File: config.mk
export PLATFORM = sky130hd
export DESIGN_NAME = axfl_bridge
export DESIGN_NICKNAME = d
export VERILOG_FILES = /design/src/rtl/axfl_pkg.sv /design/src/rtl/axfl_wr_join.sv /design/src/rtl/axfl_lat_pipe.sv /design/src/rtl/axfl_resp_fifo.sv /design/src/rtl/axfl_bridge.sv
export SDC_FILE = /design/constraint.sdc
export NUM_CORES = 1
export LEC_CHECK = 0
export BUFFER_PORTS_ARGS = -buffer_cell sky130_fd_sc_hd__buf_2
export CAP_MARGIN = 20
export CORE_MARGIN = 1
export CORE_UTILIZATION = 55
export CTS_CLUSTER_DIAMETER = 30
export DETAILED_ROUTE_END_ITERATION = 16
export GPL_TIMING_DRIVEN = 0
export HOLD_SLACK_MARGIN = 0.12
export PLACE_DENSITY_LB_ADDON = 0.08
export SLEW_MARGIN = 20
export SYNTH_ARGS = -nofsm -noshare
export SYNTH_HDL_FRONTEND = slang
export SYNTH_SLANG_ARGS = --single-unit
File: constraint.sdc
create_clock -name clk -period 3.05 [get_ports clk]
set_input_delay 0.4575 -clock clk [delete_from_list [all_inputs] [get_ports clk]]
set_output_delay 0.4575 -clock clk [all_outputs]
set_load 0.02 [all_outputs]
File: src/rtl/axfl_pkg.sv
package axfl_pkg;

    // Joining state of the write path: which half of a write is parked.
    typedef enum logic [1:0] {
        WJ_EMPTY     = 2'd0,
        WJ_ADDR_HELD = 2'd1,
        WJ_DATA_HELD = 2'd2
    } wjoin_state_t;

    localparam logic [1:0] RESP_OKAY = 2'b00;

endpackage

File: src/rtl/axfl_wr_join.sv
module axfl_wr_join
    import axfl_pkg::*;
#(
    parameter int IDX_W  = 6,
    parameter int DATA_W = 32
) (
    input  logic                clk,
    input  logic                rst_n,
    input  logic                allow,
    input  logic                awvalid,
    input  logic [IDX_W-1:0]    aw_idx,
    output logic                awready,
    input  logic                wvalid,
    input  logic [DATA_W-1:0]   wdata,
    input  logic [DATA_W/8-1:0] wstrb,
    output logic                wready,
    output logic                pair_done,
    output logic                issue_valid,
    output logic [IDX_W-1:0]    issue_idx,
    output logic [DATA_W-1:0]   issue_data,
    output logic [DATA_W/8-1:0] issue_strb
);

    localparam int STRB_W = DATA_W / 8;

    wjoin_state_t        state, state_nx;
    logic                aw_hs, w_hs;
    logic [IDX_W-1:0]    held_idx;
    logic [DATA_W-1:0]   held_data;
    logic [STRB_W-1:0]   held_strb;

    assign aw_hs = awvalid && awready;
    assign w_hs  = wvalid && wready;

    // State register
    always_ff @(posedge clk or negedge rst_n) begin
        if (!rst_n) state <= WJ_EMPTY;
        else        state <= state_nx;
    end

    // Next state
    always_comb begin
        state_nx = state;
        unique case (state)
            WJ_EMPTY: begin
                if (aw_hs && !w_hs)      state_nx = WJ_ADDR_HELD;
                else if (w_hs && !aw_hs) state_nx = WJ_DATA_HELD;
            end
            WJ_ADDR_HELD: if (w_hs)  state_nx = WJ_EMPTY;
            WJ_DATA_HELD: if (aw_hs) state_nx = WJ_EMPTY;
            default:                 state_nx = WJ_EMPTY;
        endcase
    end

    // Outputs decoded from state
    always_comb begin
        awready   = allow && (state != WJ_ADDR_HELD);
        wready    = allow && (state != WJ_DATA_HELD);
        pair_done = 1'b0;
        unique case (state)
            WJ_EMPTY:     pair_done = aw_hs && w_hs;
            WJ_ADDR_HELD: pair_done = w_hs;
            WJ_DATA_HELD: pair_done = aw_hs;
            default:      pair_done = 1'b0;
        endcase
    end

    // Parking registers for the half that arrived first
    always_ff @(posedge clk or negedge rst_n) begin
        if (!rst_n) begin
            held_idx  <= '0;
            held_data <= '0;
            held_strb <= '0;
        end else begin
            if (aw_hs) held_idx <= aw_idx;
            if (w_hs) begin
                held_data <= wdata;
                held_strb <= wstrb;
            end
        end
    end

    // Combined write toward the peripherals, one cycle after the pair completes
    always_ff @(posedge clk or negedge rst_n) begin
        if (!rst_n) begin
            issue_valid <= 1'b0;
            issue_idx   <= '0;
            issue_data  <= '0;
            issue_strb  <= '0;
        end else begin
            issue_valid <= pair_done;
            if (pair_done) begin
                issue_idx  <= aw_hs ? aw_idx : held_idx;
                issue_data <= w_hs  ? wdata  : held_data;
                issue_strb <= w_hs  ? wstrb  : held_strb;
            end
        end
    end

    AST_HELD_ADDR_STABLE: assert property (@(posedge clk) disable iff (!rst_n)
        (state == WJ_ADDR_HELD && $past(state) == WJ_ADDR_HELD) |-> $stable(held_idx));

    AST_ISSUE_LEAVES_EMPTY: assert property (@(posedge clk) disable iff (!rst_n)
        issue_valid |-> (state == WJ_EMPTY));

endmodule

File: src/rtl/axfl_lat_pipe.sv
module axfl_lat_pipe #(
    parameter int LAT = 2
) (
    input  logic clk,
    input  logic rst_n,
    input  logic in_valid,
    output logic out_valid
);

    // Stage 0 coincides with the peripheral strobe; the last stage marks
    // the cycle in which the response is captured.
    logic [LAT-1:0] stage;

    always_ff @(posedge clk or negedge rst_n) begin
        if (!rst_n) begin
            stage <= '0;
        end else begin
            stage[0] <= in_valid;
            for (int k = 1; k < LAT; k++) stage[k] <= stage[k-1];
        end
    end

    assign out_valid = stage[LAT-1];

endmodule

File: src/rtl/axfl_resp_fifo.sv
module axfl_resp_fifo #(
    parameter int W     = 32,
    parameter int DEPTH = 4
) (
    input  logic         clk,
    input  logic         rst_n,
    input  logic         push,
    input  logic [W-1:0] push_data,
    input  logic         pop,
    output logic         out_valid,
    output logic [W-1:0] out_data
);

    localparam int PTR_W = (DEPTH > 1) ? $clog2(DEPTH) : 1;
    localparam int CNT_W = $clog2(DEPTH + 1);
    localparam logic [PTR_W-1:0] PTR_LAST = PTR_W'(DEPTH - 1);
    localparam logic [CNT_W-1:0] CNT_FULL = CNT_W'(DEPTH);
    localparam logic [CNT_W-1:0] CNT_ONE  = CNT_W'(1);

    logic [W-1:0]     mem [DEPTH];
    logic [PTR_W-1:0] wr_ptr, rd_ptr;
    logic [CNT_W-1:0] count;

    always_ff @(posedge clk) begin
        if (push) mem[wr_ptr] <= push_data;
    end

    always_ff @(posedge clk or negedge rst_n) begin
        if (!rst_n) begin
            wr_ptr <= '0;
            rd_ptr <= '0;
            count  <= '0;
        end else begin
            if (push) wr_ptr <= (wr_ptr == PTR_LAST) ? '0 : wr_ptr + 1'b1;
            if (pop)  rd_ptr <= (rd_ptr == PTR_LAST) ? '0 : rd_ptr + 1'b1;
            if (push && !pop)      count <= count + CNT_ONE;
            else if (!push && pop) count <= count - CNT_ONE;
        end
    end

    assign out_valid = (count != '0);
    assign out_data  = mem[rd_ptr];

    AST_FIFO_NO_OVERFLOW: assert property (@(posedge clk) disable iff (!rst_n)
        (push && !pop) |-> (count < CNT_FULL));

    AST_FIFO_NO_UNDERFLOW: assert property (@(posedge clk) disable iff (!rst_n)
        pop |-> (count != '0));

endmodule

File: src/rtl/axfl_bridge.sv
module axfl_bridge
    import axfl_pkg::*;
#(
    parameter int ADDR_W = 8,
    parameter int DATA_W = 32,
    parameter int LAT    = 2,
    parameter int DEPTH  = 4
) (
    input  logic                       clk,
    input  logic                       rst_n,
    input  logic                       s_awvalid,
    output logic                       s_awready,
    input  logic [ADDR_W-1:0]          s_awaddr,
    input  logic                       s_wvalid,
    output logic                       s_wready,
    input  logic [DATA_W-1:0]          s_wdata,
    input  logic [DATA_W/8-1:0]        s_wstrb,
    output logic                       s_bvalid,
    input  logic                       s_bready,
    output logic [1:0]                 s_bresp,
    input  logic                       s_arvalid,
    output logic                       s_arready,
    input  logic [ADDR_W-1:0]          s_araddr,
    output logic                       s_rvalid,
    input  logic                       s_rready,
    output logic [DATA_W-1:0]          s_rdata,
    output logic [1:0]                 s_rresp,
    output logic                       p_wr_valid,
    output logic [ADDR_W-$clog2(DATA_W/8)-1:0] p_wr_index,
    output logic [DATA_W-1:0]          p_wr_data,
    output logic [DATA_W/8-1:0]        p_wr_strb,
    output logic                       p_rd_valid,
    output logic [ADDR_W-$clog2(DATA_W/8)-1:0] p_rd_index,
    input  logic [DATA_W-1:0]          p_rd_data
);

    localparam int STRB_W = DATA_W / 8;
    localparam int OFF    = $clog2(STRB_W);
    localparam int IDX_W  = ADDR_W - OFF;
    localparam int CNT_W  = $clog2(DEPTH + 1);
    localparam logic [CNT_W-1:0] CNT_MAX = CNT_W'(DEPTH);
    localparam logic [CNT_W-1:0] CNT_ONE = CNT_W'(1);

    logic unused_addr_lsbs;
    assign unused_addr_lsbs = ^{s_awaddr[OFF-1:0], s_araddr[OFF-1:0]};

    // ---------------- write side ----------------
    logic             wr_allow, pair_done, wr_cap, b_hs;
    logic [CNT_W-1:0] wr_out, b_ready_cnt;

    assign wr_allow = (wr_out < CNT_MAX);
    assign b_hs     = s_bvalid && s_bready;
    assign s_bvalid = (b_ready_cnt != '0);
    assign s_bresp  = RESP_OKAY;

    axfl_wr_join #(
        .IDX_W  (IDX_W),
        .DATA_W (DATA_W)
    ) u_join (
        .clk         (clk),
        .rst_n       (rst_n),
        .allow       (wr_allow),
        .awvalid     (s_awvalid),
        .aw_idx      (s_awaddr[ADDR_W-1:OFF]),
        .awready     (s_awready),
        .wvalid      (s_wvalid),
        .wdata       (s_wdata),
        .wstrb       (s_wstrb),
        .wready      (s_wready),
        .pair_done   (pair_done),
        .issue_valid (p_wr_valid),
        .issue_idx   (p_wr_index),
        .issue_data  (p_wr_data),
        .issue_strb  (p_wr_strb)
    );

    axfl_lat_pipe #(.LAT(LAT)) u_wpipe (
        .clk       (clk),
        .rst_n     (rst_n),
        .in_valid  (pair_done),
        .out_valid (wr_cap)
    );

    always_ff @(posedge clk or negedge rst_n) begin
        if (!rst_n) begin
            wr_out      <= '0;
            b_ready_cnt <= '0;
        end else begin
            if (pair_done && !b_hs)      wr_out <= wr_out + CNT_ONE;
            else if (!pair_done && b_hs) wr_out <= wr_out - CNT_ONE;
            if (wr_cap && !b_hs)         b_ready_cnt <= b_ready_cnt + CNT_ONE;
            else if (!wr_cap && b_hs)    b_ready_cnt <= b_ready_cnt - CNT_ONE;
        end
    end

    // ---------------- read side ----------------
    logic             rd_allow, ar_hs, rd_cap, r_hs;
    logic [CNT_W-1:0] rd_out;

    assign rd_allow  = (rd_out < CNT_MAX);
    assign s_arready = rd_allow;
    assign ar_hs     = s_arvalid && s_arready;
    assign r_hs      = s_rvalid && s_rready;
    assign s_rresp   = RESP_OKAY;

    always_ff @(posedge clk or negedge rst_n) begin
        if (!rst_n) begin
            p_rd_valid <= 1'b0;
            p_rd_index <= '0;
            rd_out     <= '0;
        end else begin
            p_rd_valid <= ar_hs;
            if (ar_hs) p_rd_index <= s_araddr[ADDR_W-1:OFF];
            if (ar_hs && !r_hs)      rd_out <= rd_out + CNT_ONE;
            else if (!ar_hs && r_hs) rd_out <= rd_out - CNT_ONE;
        end
    end

    axfl_lat_pipe #(.LAT(LAT)) u_rpipe (
        .clk       (clk),
        .rst_n     (rst_n),
        .in_valid  (ar_hs),
        .out_valid (rd_cap)
    );

    axfl_resp_fifo #(
        .W     (DATA_W),
        .DEPTH (DEPTH)
    ) u_rfifo (
        .clk       (clk),
        .rst_n     (rst_n),
        .push      (rd_cap),
        .push_data (p_rd_data),
        .pop       (r_hs),
        .out_valid (s_rvalid),
        .out_data  (s_rdata)
    );

    // ---------------- assertions ----------------
    AST_WR_CREDIT_BOUND: assert property (@(posedge clk) disable iff (!rst_n)
        wr_out <= CNT_MAX);

    AST_RD_CREDIT_BOUND: assert property (@(posedge clk) disable iff (!rst_n)
        rd_out <= CNT_MAX);

    AST_B_WITHIN_CREDIT: assert property (@(posedge clk) disable iff (!rst_n)
        b_ready_cnt <= wr_out);

    AST_NO_RESP_UNREQUESTED: assert property (@(posedge clk) disable iff (!rst_n)
        s_rvalid |-> (rd_out != '0));

    AST_BVALID_HOLD: assert property (@(posedge clk) disable iff (!rst_n)
        (s_bvalid && !s_bready) |=> s_bvalid);

    AST_RDATA_HOLD: assert property (@(posedge clk) disable iff (!rst_n)
        (s_rvalid && !s_rready) |=> (s_rvalid && $stable(s_rdata)));

endmodule

[Yosys cells after proc, flatten, opt, wreduce, memory -nomap -nowiden]
Memory sizes are Yosys's and may differ from the RTL's.
Index checks and enable logic that the tools add are counted.
Storage, ports and cells
  register bits after elaboration: 114
  bits in writable memories: 128
  bits of input ports: 91
  word-level logic and storage cells: 95
  memories kept: 1
Cells by class
  add/subtract/negate cells: 10
  magnitude comparators: 2
  equal/unequal tests: 9
  multiplexer cells: 21
  reduce and logical (&&, ||, !) cells: 34
Memories
  u_rfifo.mem: depth 4, width 32, rd ports 1, clocked after memory_dff 0, wr ports 1, line axfl_resp_fifo.sv:20  | logic [W-1:0] mem [DEPTH];
Operators by type and width (count)
  32-bit two-way mux: 1
  3-bit two-way mux: 8
  1-bit logical AND: 18
  3-bit by 1-bit adder with 3-bit output (second input constant): 4
  2-bit two-way mux: 6
  3-bit by 1-bit subtractor with 3-bit output (second input constant): 4
  1-bit zero test: 8
  2-bit nonzero test: 4
  2-bit == test (second input constant): 3
  3-bit < comparator (second input constant): 2
  6-bit two-way mux: 1
  2-bit by 1-bit inequality test with 1-bit output (second input constant): 3
  2-bit case mux with 3 select lines: 1
  3-bit nonzero test: 2
  2-bit by 1-bit adder with 2-bit output (second input constant): 2
  4-bit two-way mux: 1
  3-bit by 1-bit inequality test with 1-bit output (second input constant): 1
  1-bit case mux with 3 select lines: 1
  3-bit AND reduction: 1
  2-bit by 1-bit == test with 1-bit output (second input constant): 1
  2-bit zero test: 1
  1-bit two-way mux: 2
  2-bit inequality test (second input constant): 1

[Depth between registers and ports, before layout]
  depth in word-level cells: 9
  gate-level depth with buffers: 9
  mapped depth without buffers: 8

[Modules after synthesis]
A second synthesis with hierarchy kept.
Second synthesis, totals
  cell total of the unflattened synthesis: 616
  area total of the unflattened synthesis: 9540.4 um^2
By module, submodules not included
  axfl_resp_fifo: instances 1, cells each 204, area an instance 5072.4 um^2, sequential area each 4018.9 um^2
  axfl_wr_join: instances 1, cells each 349, area an instance 3568.4 um^2, sequential area each 2177.1 um^2
  axfl_bridge: instances 1, cells each 59, area an instance 799.5 um^2, sequential area each 400.4 um^2
  axfl_lat_pipe: instances 2, cells each 2, area an instance 50.0 um^2, sequential area each 50.0 um^2

[Least setup slack after synthesis]
Ideal clock, no wire load.
  path type: reg-to-reg
  start point: register u_join.state[1]
  end point: register wr_out[2]
  data arrival time: 2.148 ns
  data required time: 2.971 ns
  path slack: 0.823 ns
  stages on the path, launching flop included: 10
  buffers on the path: 1
  clock period less this slack: 2.227 ns
  cell sequence: dfrtp_1 > nand2b_4 > a211oi_4 > buf_6 > ha_1 > inv_1 > fa_1 > xor2_1 > nor2_1 > xor2_1
On the way
  longest elaborated chain between the ends: 8
  elaborated cells between the ends (all ways): 16
  those cells by class: 4 x eq/ne; 2 x mux; 10 x reduce/logical
RTL lines
  from (decl): line axfl_wr_join.sv:26  | wjoin_state_t state, state_nx;
  from (signal assigned): line axfl_wr_join.sv:38  | else state <= state_nx;
  2-bit by 1-bit inequality test with 1-bit output or 2-bit inequality test (tied branches): line axfl_wr_join.sv:57, axfl_wr_join.sv:58
  1-bit logical AND, on equally long branches: line axfl_wr_join.sv:57, axfl_wr_join.sv:58
  1-bit logical AND, on equally long branches: line axfl_wr_join.sv:32, axfl_wr_join.sv:33
  1-bit logical AND: line axfl_wr_join.sv:61  | WJ_EMPTY: pair_done = aw_hs && w_hs;
  1-bit case mux with 3 select lines *: line axfl_wr_join.sv:60  | unique case (state)
  named net pair_done: line axfl_bridge.sv:48  | logic wr_allow, pair_done, wr_cap, b_hs;
  1-bit zero test: line axfl_bridge.sv:90  | else if (!pair_done && b_hs) wr_out <= wr_out - CNT_ONE;
  1-bit logical AND: line axfl_bridge.sv:90
  2-bit nonzero test (no source line)
  to (signal assigned): line axfl_bridge.sv:89  | if (pair_done && !b_hs) wr_out <= wr_out + CNT_ONE;
  to (signal assigned): line axfl_bridge.sv:90
  to (decl): line axfl_bridge.sv:49  | logic [CNT_W-1:0] wr_out, b_ready_cnt;
The timed path passes the listed nets; every way through them passes the cells marked *.
A chain may end at the register's enable or synchronous reset.

[Final worst setup path]
  start point: register u_rfifo.rd_ptr[1]
  end point: output s_rdata[2]
On the way
  longest elaborated chain between the ends: 1
RTL lines
  from (decl): line axfl_resp_fifo.sv:21  | logic [PTR_W-1:0] wr_ptr, rd_ptr;
  from (signal assigned): line axfl_resp_fifo.sv:35  | if (pop) rd_ptr <= (rd_ptr == PTR_LAST) ? '0 : rd_ptr + 1'b1;
  memory 4 x 32 bit
  to (decl): line axfl_bridge.sv:26  | output logic [DATA_W-1:0] s_rdata,
Every way passes these cells.

==> metrics.cfg <==
[critical_path]
crit_start=u_rfifo.rd_ptr[1]$_DFFE_PN0P_
critPathCaptureType=output pin
worstPathRequired_ns=2.59
endpoint=s_rdata[2]
cp_top_family=buffers and inverters
path_cells=clkbuf_1 -> clkbuf_1 -> mux4_2 -> buf_2
reg2reg_setup_slack_ns=0.51
crit_arrival_ns=2.29
regToRegStartpoint=u_join.state[1]$_DFFE_PN0P_
cp_max_fo=10
cpMostUsedCell=clkbuf_1
path_class=register to output pin
worst_path_largest_cell_delay_ns=0.54
ff2ff_path_depth=9
crit_buf_inv=3
cp.depth=4
cp_slowest_cell=clkbuf_1
startpoint_type=register
reg2reg_to=wr_out[2]$_DFFE_PN0P_

[synthesis]
synth_seq_cells=240
synth_area_leaders=edfxtp_1 41%, dfrtp_1 30%, mux4_2 7.8%
yosysSeqAreaShare_pct=71.7
ys_types=33
synth_ff_type=edfxtp_1
avgSynthCellArea_um2=20.4
synth_area_leader_cell=edfxtp_1
ys_async_sr_fraction_pct=46.7
synth_top_area_share_pct=41.5
ys_warn_count=0
syn-cell-area_mm2=0.00927
synth-edff-count=128
syn_inst=454

[cells_and_area]
final_cell_mix=176 x buf_2, 128 x edfxtp_1, 112 x dfrtp_1
diodes=0
seq_area_mm2=0.00665
fill_cells=1000
fin_cells=930
final_nets=782
multiInputGateArea_mm2=0.00245
drive_above_1_share_pct=55.8
syn2layout_area_growth_pct=30.8
final_area_mm2=0.0121
layout_commonest_cell=buf_2

[global_routing]
grt_pass1_wl_um=28300
grt_max_degree=68
grt_remaining_overflow=0
antenna_found_initial=2
grt_usage_pct=21.4
grt_pass1_vias=5364

[place]
placed_area_mm2=0.0105
dp.cells=855
gp_congestion=0.693
dpl.hpwl_um=11400
portBuffers=173
pre_cts_ws_ns=0.483

[sta]
finClkSkew_ns=0.0134
finalMaxSlewViolations=0
grt_setup_unrepaired=no
period_share_pct=90.2
setup_ws_ns=0.299
tns_ns=0
tightest_slew_ns=0.655
finalHoldViolCount=0
setup_viol_count_final=0
max_freq_mhz=364
fin_crit_ns=2.75
slew_headroom_pct=56.3

[clock_network]
postCtsResizedCells=0
clock_tree.root_cell=clkbuf_16
htree_levels=2
clock_path_buffers=3
numCtsBuffers=40
cts_tree=done
clock_latency_ns=0.51
clock-sinks=240
clk_pin_slew_worst_paths_ns=0.05

[power_and_ir_drop]
power.density_mw_per_mm2=1200
pwr-share-seq_pct=33.6
combinationalPowerShare_pct=30.9
pwr-share-clk_pct=35.5
switching_power_mw=4.27
p_leak_nw=5.08
p_int_mw=10.2
swShare_pct=29.5
irDropWorstVdd_v=0.000776

[die]
die_area_mm2=0.0174
num_io_pins=182
die_y_um=132
num_rows=47
start_util_pct=56.1
core-area_mm2=0.0165
die_width_um=132

[route]
drc=0
vias=4816
viasPerCell=5.18
drtAntennaViolNets=0
routed_wl_um=17500
drt_first_pass_iters=4
routedWlPerCell_um=18.8
dr.first_iter.drc_count=155

[hold_path]
min_path_type=primary input to register

[outcome]
outcome=completed

[run]
drv_cap=0

through the flow:
step | utilization (%) | hold slack [ns] | power, mW
global route | 73.3 | 0.137 | 15.2
CTS | 73.3 | 0.138 | 14.7
detailed placement | 63.8 | 0.367 | 9.44
floorplan | - | 0.162 | 8.08
global placement | 63.1 | 0.362 | 9.21
finish | 73.3 | 0.160 | 14.5
power groups by stage:
stage                     registers [mW]  logic, mW  clock network [mW]
after floorplan                     5.25       2.83                   0
after global placement              4.86       4.35                   0
after detailed placement            4.90       4.54                   0
after CTS                           4.88       4.57                5.22
after global routing                4.97       4.83                5.37
final                               4.87       4.48                5.14
logic make-up (layout without fill, tap and decap cells):
| group | after synthesis | after routing | synth area share [%] |
|---|---|---|---|
| fa+ha+maj | 13 | 13 | 2.08 |
| flops | 240 | 240 | 71.7 |
| mux | 127 | 127 | 20.5 |
| simple gates | 27 | 27 | 1.97 |
| xor+xnor | 12 | 12 | 1.13 |
| other cells | 1 | 4 | 0.0405 |
| compound gates | 5 | 5 | 0.486 |
| buf+inv | 29 | 282 | 2.04 |
state kept, by name, summed over array words and instances, names as in the netlist:
register and flops:
b_ready_cnt 3, u_wpipe.stage 2, u_join.issue_strb 4, u_join.issue_data 32, u_rfifo.wr_ptr 2, u_rpipe.stage 2, u_join.held_idx 6, wr_out 3
u_rfifo.count 3, p_rd_index 6, u_rfifo.mem 128, u_join.issue_idx 6, rd_out 3, u_join.held_strb 4, u_join.held_data 32, u_join.state 2
u_rfifo.rd_ptr 2
what timing repair did:
action	4_1_cts	5_1_grt
setup buffers	0	0
hold buffers	1	0
hold endpoints to repair	45	0
worst min path at each step:
stage | from | to | slack (ns) | depth (start not counted)
detailed placement | u_wpipe.stage[0]$_DFF_PN0_ | u_wpipe.stage[1]$_DFF_PN0_ | 0.37 | 0
CTS | p_rd_data[17] | u_rfifo.mem[0][17]$_DFFE_PP_ | 0.14 | 1
finish | p_rd_data[15] | u_rfifo.mem[1][15]$_DFFE_PP_ | 0.16 | 1
global placement | u_wpipe.stage[0]$_DFF_PN0_ | u_wpipe.stage[1]$_DFF_PN0_ | 0.36 | 0
global route | p_rd_data[24] | u_rfifo.mem[3][24]$_DFFE_PP_ | 0.14 | 1
floorplan | rst_n | b_ready_cnt[0]$_DFFE_PN0P_ | 0.16 | 0
routing by layer:
metal  GRT usage (%)  vias to the layer above  wire length (um)
met5               0                        -                10
met4            7.62                        2               391
met3            6.81                       38              1110
met2            37.3                      156              9280
met1            24.9                     2444              6730
li1                -                     2176                 -
area by class of cell:
class,count,share of cell area (%)
Inverter,8,0.248
Sequential cell,240,54.8
Clock inverter,23,3.59
Timing Repair Buffer,179,8.17
Buffer,21,1.31
Tap cell,220,2.27
Multi-Input combinational cell,188,20.2
Clock buffer,51,9.36
Yosys cell counts (all sizes together) (4+ instances only):
master and n:
and2 4, buf 17, clkbuf 4, dfrtp 112
edfxtp 128, fa 4, ha 9, inv 8
mux2 95, mux4 32, nand2 4, nor2 7
nor2b 4, xnor2 5, xor2 7
Note: power is estimated with default switching activity, not from simulation.
